===== src/rtl/abb_pkg.sv =====
package abb_pkg;

    // Command applied to the bias code in one cycle, highest priority first
    typedef enum logic [1:0] {
        CMD_IDLE  = 2'd0,
        CMD_START = 2'd1,
        CMD_LOAD  = 2'd2,
        CMD_STEP  = 2'd3
    } bias_cmd_e;

    typedef enum logic {
        STEP_FINE   = 1'b0,
        STEP_COARSE = 1'b1
    } step_mode_e;

    function automatic int unsigned step_size(step_mode_e mode, int unsigned coarse);
        return (mode == STEP_COARSE) ? coarse : 1;
    endfunction

endpackage


===== src/rtl/abb_phase_det.sv =====
module abb_phase_det #(
    parameter int SYNC_STAGES = 2
) (
    input  logic clk,
    input  logic rst_n,
    input  logic path_done,
    output logic decision
);
    typedef struct packed {
        logic [SYNC_STAGES-1:0] stage;
    } pd_t;

    pd_t pd_d, pd_q;

    // Stage 0 captures the replica result; later stages re-sample it
    always_comb begin
        pd_d = pd_q;
        pd_d.stage[0] = path_done;
        for (int i = 1; i < SYNC_STAGES; i++) begin
            pd_d.stage[i] = pd_q.stage[i-1];
        end
    end

    always_ff @(posedge clk or negedge rst_n) begin
        if (!rst_n) pd_q <= '0;
        else        pd_q <= pd_d;
    end

    assign decision = pd_q.stage[SYNC_STAGES-1];
endmodule


===== src/rtl/abb_settle_timer.sv =====
module abb_settle_timer #(
    parameter int SETTLE_CYC = 2
) (
    input  logic clk,
    input  logic rst_n,
    input  logic rearm,
    output logic ready
);
    localparam int TW = (SETTLE_CYC < 1) ? 1 : $clog2(SETTLE_CYC + 1);

    typedef struct packed {
        logic [TW-1:0] hold;
    } tmr_t;

    tmr_t tmr_d, tmr_q;

    always_comb begin
        tmr_d = tmr_q;
        if (rearm)                 tmr_d.hold = TW'(SETTLE_CYC);
        else if (tmr_q.hold != '0) tmr_d.hold = tmr_q.hold - 1'b1;
    end

    // Reset value lets the detector pipeline fill before the first decision
    always_ff @(posedge clk or negedge rst_n) begin
        if (!rst_n) tmr_q <= '{hold: TW'(SETTLE_CYC)};
        else        tmr_q <= tmr_d;
    end

    assign ready = (tmr_q.hold == '0);
endmodule


===== src/rtl/abb_lock_det.sv =====
module abb_lock_det #(
    parameter int LOCK_N = 4
) (
    input  logic clk,
    input  logic rst_n,
    input  logic clear,
    input  logic force_lock,
    input  logic eval,
    input  logic decision,
    output logic locked
);
    localparam int CW = $clog2(LOCK_N + 1);

    typedef struct packed {
        logic [CW-1:0] run;
        logic          locked;
    } lk_t;

    lk_t lk_d, lk_q;

    always_comb begin
        lk_d = lk_q;
        if (clear) begin
            lk_d.run    = '0;
            lk_d.locked = 1'b0;
        end else if (force_lock) begin
            lk_d.run    = '0;
            lk_d.locked = 1'b1;
        end else if (eval) begin
            if (!decision) begin
                lk_d.run = '0;
            end else if (lk_q.run == CW'(LOCK_N - 1)) begin
                lk_d.run    = '0;
                lk_d.locked = 1'b1;
            end else begin
                lk_d.run = lk_q.run + 1'b1;
            end
        end
    end

    always_ff @(posedge clk or negedge rst_n) begin
        if (!rst_n) lk_q <= '0;
        else        lk_q <= lk_d;
    end

    assign locked = lk_q.locked;
endmodule


===== src/rtl/abb_code_ctr.sv =====
module abb_code_ctr
    import abb_pkg::*;
#(
    parameter int CODE_W      = 8,
    parameter int COARSE_STEP = 4
) (
    input  logic              clk,
    input  logic              rst_n,
    input  bias_cmd_e         cmd,
    input  step_mode_e        mode,
    input  logic [CODE_W-1:0] load_code,
    input  logic              limit_hit,
    output logic [CODE_W-1:0] code,
    output logic              upd,
    output logic              limit
);
    localparam int                SW    = CODE_W + 1;
    localparam logic [CODE_W-1:0] MAXC  = {CODE_W{1'b1}};
    localparam logic [SW-1:0]     MAXSW = {1'b0, MAXC};

    typedef struct packed {
        logic [CODE_W-1:0] code;
        logic              upd;
        logic              limit;
    } ctr_t;

    ctr_t ctr_d, ctr_q;
    logic [SW-1:0] sum;

    always_comb begin
        sum   = {1'b0, ctr_q.code} + SW'(step_size(mode, COARSE_STEP));
        ctr_d = ctr_q;
        unique case (cmd)
            CMD_START: begin
                ctr_d.code  = '0;
                ctr_d.limit = 1'b0;
            end
            CMD_LOAD:  ctr_d.code = load_code;
            CMD_STEP:  ctr_d.code = (sum > MAXSW) ? MAXC : sum[CODE_W-1:0];
            default:   ctr_d.code = ctr_q.code;
        endcase
        if (cmd != CMD_START && limit_hit) ctr_d.limit = 1'b1;
        ctr_d.upd = (ctr_d.code != ctr_q.code);
    end

    always_ff @(posedge clk or negedge rst_n) begin
        if (!rst_n) ctr_q <= '0;
        else        ctr_q <= ctr_d;
    end

    assign code  = ctr_q.code;
    assign upd   = ctr_q.upd;
    assign limit = ctr_q.limit;
endmodule


===== src/rtl/abb_ctrl.sv =====
module abb_ctrl
    import abb_pkg::*;
#(
    parameter int CODE_W      = 8,
    parameter int COARSE_STEP = 4,
    parameter int SYNC_STAGES = 2,
    parameter int SETTLE_CYC  = 2,
    parameter int LOCK_N      = 4
) (
    input  logic              clk,
    input  logic              rst_n,
    input  logic              path_done,
    input  logic              cnt_mode,
    input  logic              start,
    input  logic              load_en,
    input  logic [CODE_W-1:0] load_code,
    output logic [CODE_W-1:0] bias_code,
    output logic              code_upd,
    output logic              locked,
    output logic              at_limit
);
    localparam logic [CODE_W-1:0] MAXC = {CODE_W{1'b1}};

    logic      decision;
    logic      ready;
    logic      eval;
    logic      fail_slot;
    logic      limit_hit;
    bias_cmd_e cmd;

    abb_phase_det #(.SYNC_STAGES(SYNC_STAGES)) pd_i (
        .clk       (clk),
        .rst_n     (rst_n),
        .path_done (path_done),
        .decision  (decision)
    );

    abb_settle_timer #(.SETTLE_CYC(SETTLE_CYC)) tmr_i (
        .clk   (clk),
        .rst_n (rst_n),
        .rearm (cmd != CMD_IDLE),
        .ready (ready)
    );

    // A decision is taken only once the code has settled and no command overrides it
    always_comb begin
        eval      = ready && !locked && !start && !load_en;
        fail_slot = eval && !decision;
        limit_hit = fail_slot && (bias_code == MAXC);
        if (start)                               cmd = CMD_START;
        else if (load_en)                        cmd = CMD_LOAD;
        else if (fail_slot && bias_code != MAXC) cmd = CMD_STEP;
        else                                     cmd = CMD_IDLE;
    end

    abb_lock_det #(.LOCK_N(LOCK_N)) lock_i (
        .clk        (clk),
        .rst_n      (rst_n),
        .clear      (start),
        .force_lock (load_en && !start),
        .eval       (eval),
        .decision   (decision),
        .locked     (locked)
    );

    abb_code_ctr #(.CODE_W(CODE_W), .COARSE_STEP(COARSE_STEP)) ctr_i (
        .clk       (clk),
        .rst_n     (rst_n),
        .cmd       (cmd),
        .mode      (step_mode_e'(cnt_mode)),
        .load_code (load_code),
        .limit_hit (limit_hit),
        .code      (bias_code),
        .upd       (code_upd),
        .limit     (at_limit)
    );
endmodule


===== config.mk =====
export PLATFORM = sky130hd
export DESIGN_NAME = abb_ctrl
export DESIGN_NICKNAME = d
export VERILOG_FILES = /design/src/rtl/abb_pkg.sv /design/src/rtl/abb_phase_det.sv /design/src/rtl/abb_settle_timer.sv /design/src/rtl/abb_lock_det.sv /design/src/rtl/abb_code_ctr.sv /design/src/rtl/abb_ctrl.sv
export SDC_FILE = /design/constraint.sdc
export NUM_CORES = 1
export LEC_CHECK = 0
export CAP_MARGIN = 0
export CELL_PAD_IN_SITES_DETAIL_PLACEMENT = 1
export CELL_PAD_IN_SITES_GLOBAL_PLACEMENT = 2
export CORE_MARGIN = 2
export CORE_UTILIZATION = 25
export DETAILED_ROUTE_END_ITERATION = 16
export DONT_BUFFER_PORTS = 1
export PLACE_DENSITY = 0.62
export SYNTH_ARGS = -nofsm -noshare
export SYNTH_HDL_FRONTEND = slang
export SYNTH_SLANG_ARGS = --single-unit
export TNS_END_PERCENT = 1

===== constraint.sdc =====
create_clock -name clk -period 2.4 [get_ports clk]
set_input_delay 0.36 -clock clk [delete_from_list [all_inputs] [get_ports clk]]
set_output_delay 0.36 -clock clk [all_outputs]
set_load 0.005 [all_outputs]

Yosys cells after proc, flatten, opt, wreduce, memory -nomap -nowiden
Cells that the tools add are included.

operators by class
  add/sub/neg operators = 3
  $lt $le $gt $ge = 1
  equal/unequal tests = 8
  muxes and demuxes = 17
  reduce and logical (&&, ||, !) cells = 21

operators with widths
  cell                                                           count
  case mux 8 bit (3 select lines)                                1
  2-to-1 mux 4 bit                                               3
  2-to-1 mux 2 bit                                               5
  adder 8 x 9 -> 9 bit                                           1
  greater-than comparator 9 x 8 -> 1 bit, second input constant  1
  2-to-1 mux 3 bit                                               3
  nonzero test 3 bit                                             3
  equality test 8 bit, second input constant                     1
  logical AND 1 bit                                              8
  2-to-1 mux 8 bit                                               1
  != test 8 bit                                                  1
  != test 8 bit, second input constant                           1
  nonzero test 2 bit                                             4
  equality test 2 bit, second input constant                     2
  zero test 1 bit                                                4
  2-to-1 mux 1 bit                                               4
  adder 3 x 1 -> 3 bit, second input constant                    1
  equality test 3 x 2 -> 1 bit, second input constant            1
  AND reduction 3 bit                                            1
  equality test 2 x 1 -> 1 bit, second input constant            1
  zero test 2 bit                                                1
  != test 2 x 1 -> 1 bit, second input constant                  1
  subtractor 2 x 1 -> 2 bit, second input constant               1

word-level totals
  register bits = 18
  bits of input ports = 14
  output and inout bits = 11
  word-level logic and storage cells = 57

Longest topological paths before layout
  depth in word-level cells = 12
  depth in mapped cells = 9
  mapped depth without buffers = 9

Modules after synthesis
A second synthesis with hierarchy kept.

second synthesis, totals
  cells, all modules = 158
  area total of the unflattened synthesis = 1406.3 sq um

modules (own cells, without submodules)
  module            instances  cells an instance  area each (sq um)  seq. area each (sq um)
  abb_code_ctr      1          116                967.2              250.2
  abb_lock_det      1          18                 205.2              100.1
  abb_settle_timer  1          9                  96.3               51.3
  abb_ctrl          1          13                 87.6               0.0
  abb_phase_det     1          2                  50.0               50.0

Worst setup path before layout
Ideal clock, no wire load.

  path type = register to register
  start point = reg tmr_i.tmr_q[0] (netlist bit)
  end point = reg ctr_i.ctr_q, in the netlist ctr_i.upd
  setup time = 0.146 ns
  arrival time = 1.982 ns
  data required time = 2.254 ns
  slack = 0.273 ns
  cell stages (with the launch flop) = 10
  buffers on the path = 1
  period minus slack after synthesis = 2.127 ns
  path through = dfrtp_1 inv_1 ha_1 nor3b_4 o311a_1 buf_2 o21ai_0 o211a_1 a2111oi_1 o2111ai_1

RTL lines
  element                   RTL line                RTL
  start: declaration        abb_settle_timer.sv:15  tmr_t tmr_d, tmr_q;
  start signal: assignment  abb_settle_timer.sv:25  if (!rst_n) tmr_q <= '{hold: TW'(SETTLE_CYC)};
  start signal: assignment  abb_settle_timer.sv:26  else tmr_q <= tmr_d;
  end signal: assignment    abb_code_ctr.sv:48      else ctr_q <= ctr_d;
  end: declaration          abb_code_ctr.sv:27      ctr_t ctr_d, ctr_q;

==> results.tsv <==
metric	value	unit
status	complete, no violations	
use_met3	0.0353	
dp_hpwl	3.38	mm
yosys-top-cells-area	dfrtp_1, a21oi_1, ha_1	
avgRoutedWirePerCell	18.1	um
insertion_delay	0.27	ns
slew-limit-headroom	0.382	
drive_gt1_frac	0.216	
dr.pass1.iters	4	
max_freq	0.446	GHz
fin_setup_tns	0	ns
worst_ir_drop_vdd	0.175	mV
grt_overflow_total	0	
startpoint_type	register	
area_growth_syn_to_layout	20.1	%
synthAdderAreaFrac	0.0474	
async_flop_share	1.00	
ant_nets	0	
first_global_vias	1371	
yosysTopAreaCellShare	0.322	
cellPowerDensity	475	mW/mm^2
drv_slew	0	
synth_cells	153	
gp_congestion	0.886	
cts_tree	yes	
cp-end-kind	register	
finClkSkew	0.0217	ns
arrival	2.38	ns
core_area	0.00511	mm^2
clkPwrFrac	0.313	
row_count	26	
ys_warn_count	0	
power.net_switching	240	uW
top_usage_layer	met2	
synth_xor_area_frac	0.0265	
cts_max_level	1	
clock-sinks	18	
sw_frac_of_total	0.318	
placed_area	0.00148	mm^2
cts_root_buffer	clkbuf_8	
antenna_found_initial	0	
antenna_cells	0	
die_w	76.7	um
start_util	0.258	
final_nets	187	
die_h	76.7	um
clockBufferDepth	2	
fin_area	0.00159	mm^2
leakagePower	0.641	nW
p_int	514	uW
vias	1264	
synth_mux_area_frac	0	
drt-initial-drc-count	45	
drv_cap	0	
synth_top_cell_by_area	dfrtp_1	
syn_nets	172	
rsz0062_at_grt	false	
seqPwrFrac	0.458	
wl	4.30	mm
grt_use_met2	0.260	
synth.avg_cell_area	8.63	um^2
hold_viol_final	0	
clk_pin_slew_worst_paths	0.09	ns
min_period	2.24	ns
fin_crit_sh	0.934	
synth_top_flop_cell	dfrtp_1	
synth_compound_area_frac	0.296	
ys_seq_area_frac	0.342	
synth_most_common_cell	dfrtp_1	
synthSimpleGateAreaFrac	0.246	
hold_path_class	input port to register	
die_area	0.00588	mm^2
post-route-drc-count	0	
numCtsBuffers	3	
synth_edf_count	0	
grt_max_degree	19	
grt_pass1_wl	6.95	mm
cp_max_fo	6	
crit_type	register to register	
setup_viol	0	
ys_ff_latch	18	
synthTopCellsByCount	dfrtp_1, a21oi_1, nor2_1	
worst_pin_slew	0.924	ns
io_buffers	0	
yosysUniqueCellTypes	47	
viasPerCell	5.33	
synthesis.area	0.00132	mm^2
required	2.53	ns
pin_count	25	
pwr-share-comb	0.229	
grt_use_total	0.151	
synth_top_family_by_area	compound AO/OA/AOI/OAI gates	
use_met1	0.185	
[registers in the layout, summed over array words and instances, names as in the netlist]
register,flops
ctr_i.code,8
lock_i.lk_q,3
pd_i.pd_q,2
tmr_i.tmr_q,2
ctr_i.limit,1
ctr_i.upd,1
lock_i.locked,1
[worst max-delay path: stages, from the launching register on]
cell and delay (ns):
dfrtp_1 0.39, ha_1 0.23, ha_1 0.23, a21oi_1 0.20, nor3_1 0.07, buf_4 0.15
o31ai_2 0.26, o221ai_1 0.15, o41ai_2 0.25, o2111ai_1 0.17
[final cells by class]
| cell class | count | area, um^2 |
|---|---|---|
| clock buffer | 4 | 45.0 |
| fill | 618 | 3520 |
| inverter | 10 | 37.5 |
| multi-input combinational | 121 | 853 |
| sequential | 18 | 454 |
| tap | 70 | 87.6 |
| timing repair buffer | 14 | 108 |
[layout by cell type, fill, tap and decap left out, types with 2 or more instances in the layout]
master / instances
inv_1: 10
a21oi_1: 15
buf_4: 13
a211oi_1: 2
nand2b_1: 2
dfrtp_1: 15
a211o_1: 2
dfrtp_2: 2
nor3_2: 3
xnor2_1: 2
nand2_1: 11
o31ai_1: 2
o21ai_0: 9
nor2_1: 15
nor2b_1: 3
nand3_1: 7
a31oi_1: 2
xor2_1: 2
and2_1: 2
and3_1: 2
a31o_2: 2
nor3_1: 5
clkbuf_8: 3
a21o_1: 2
ha_1: 4
nand3b_1: 2
[power groups by stage]
stage	logic, mW	registers [mW]	clock network [mW]
floorplan	0.103	0.349	0
global placement	0.153	0.349	0
detailed placement	0.157	0.350	0
CTS	0.169	0.344	0.242
global route	0.191	0.349	0.254
finish	0.173	0.345	0.236
[cells by family (layout without fill, tap and decap cells)]
logic type	count (synthesis)	after routing
flip-flops	18	18
adder cells (fa/ha/maj)	5	5
XOR/XNOR	4	4
buffers and inverters	14	28
AND/OR/NAND/NOR	58	58
AO/OA/AOI/OAI	54	54
[repair_timing]
action | CTS | global route
gates resized for setup | 2 | 7
hold endpoints to repair | 18 | 0
hold buffers | 1 | 0
pin swaps | 0 | 1
buffers inserted | 1 | 0
endpoints found under the setup margin | 1 | 1
[worst paths after layout]
kind | startpoint | end | cells after the start | slack [ns]
worst min-delay path | path_done | pd_i.pd_q[0] | 0 | 0.13
worst max register to register | ctr_i.code[0] | ctr_i.upd | 9 | 0.16
worst min register to register | pd_i.pd_q[0] | pd_i.pd_q[1] | 0 | 0.36
max in group asynchronous | rst_n | ctr_i.code[7] | 1 | 1.11
worst max-delay path | ctr_i.code[0] | ctr_i.upd | 9 | 0.16
min in group asynchronous | rst_n | ctr_i.code[3] | 1 | 0.67
[stage by stage]
step	cells	util	setup WS [ns]	hold slack (ns)	power, mW
floorplan	153	-	0.273	0.0644	0.452
global placement	231	0.290	0.0717	0.0650	0.502
detailed placement	231	0.290	-0.0724	0.0651	0.507
CTS	237	0.305	0.00264	0.128	0.755
global route	237	0.310	0.00616	0.124	0.794
finish	237	0.310	0.158	0.134	0.754
[per-layer routing]
layer / wire (um) / share of wire
met1: 1910 / 0.44
met2: 2150 / 0.50
met3: 138 / 0.032
met4: 102 / 0.024
met5: 0 / 0
Note: power is estimated with default switching activity, not from simulation.
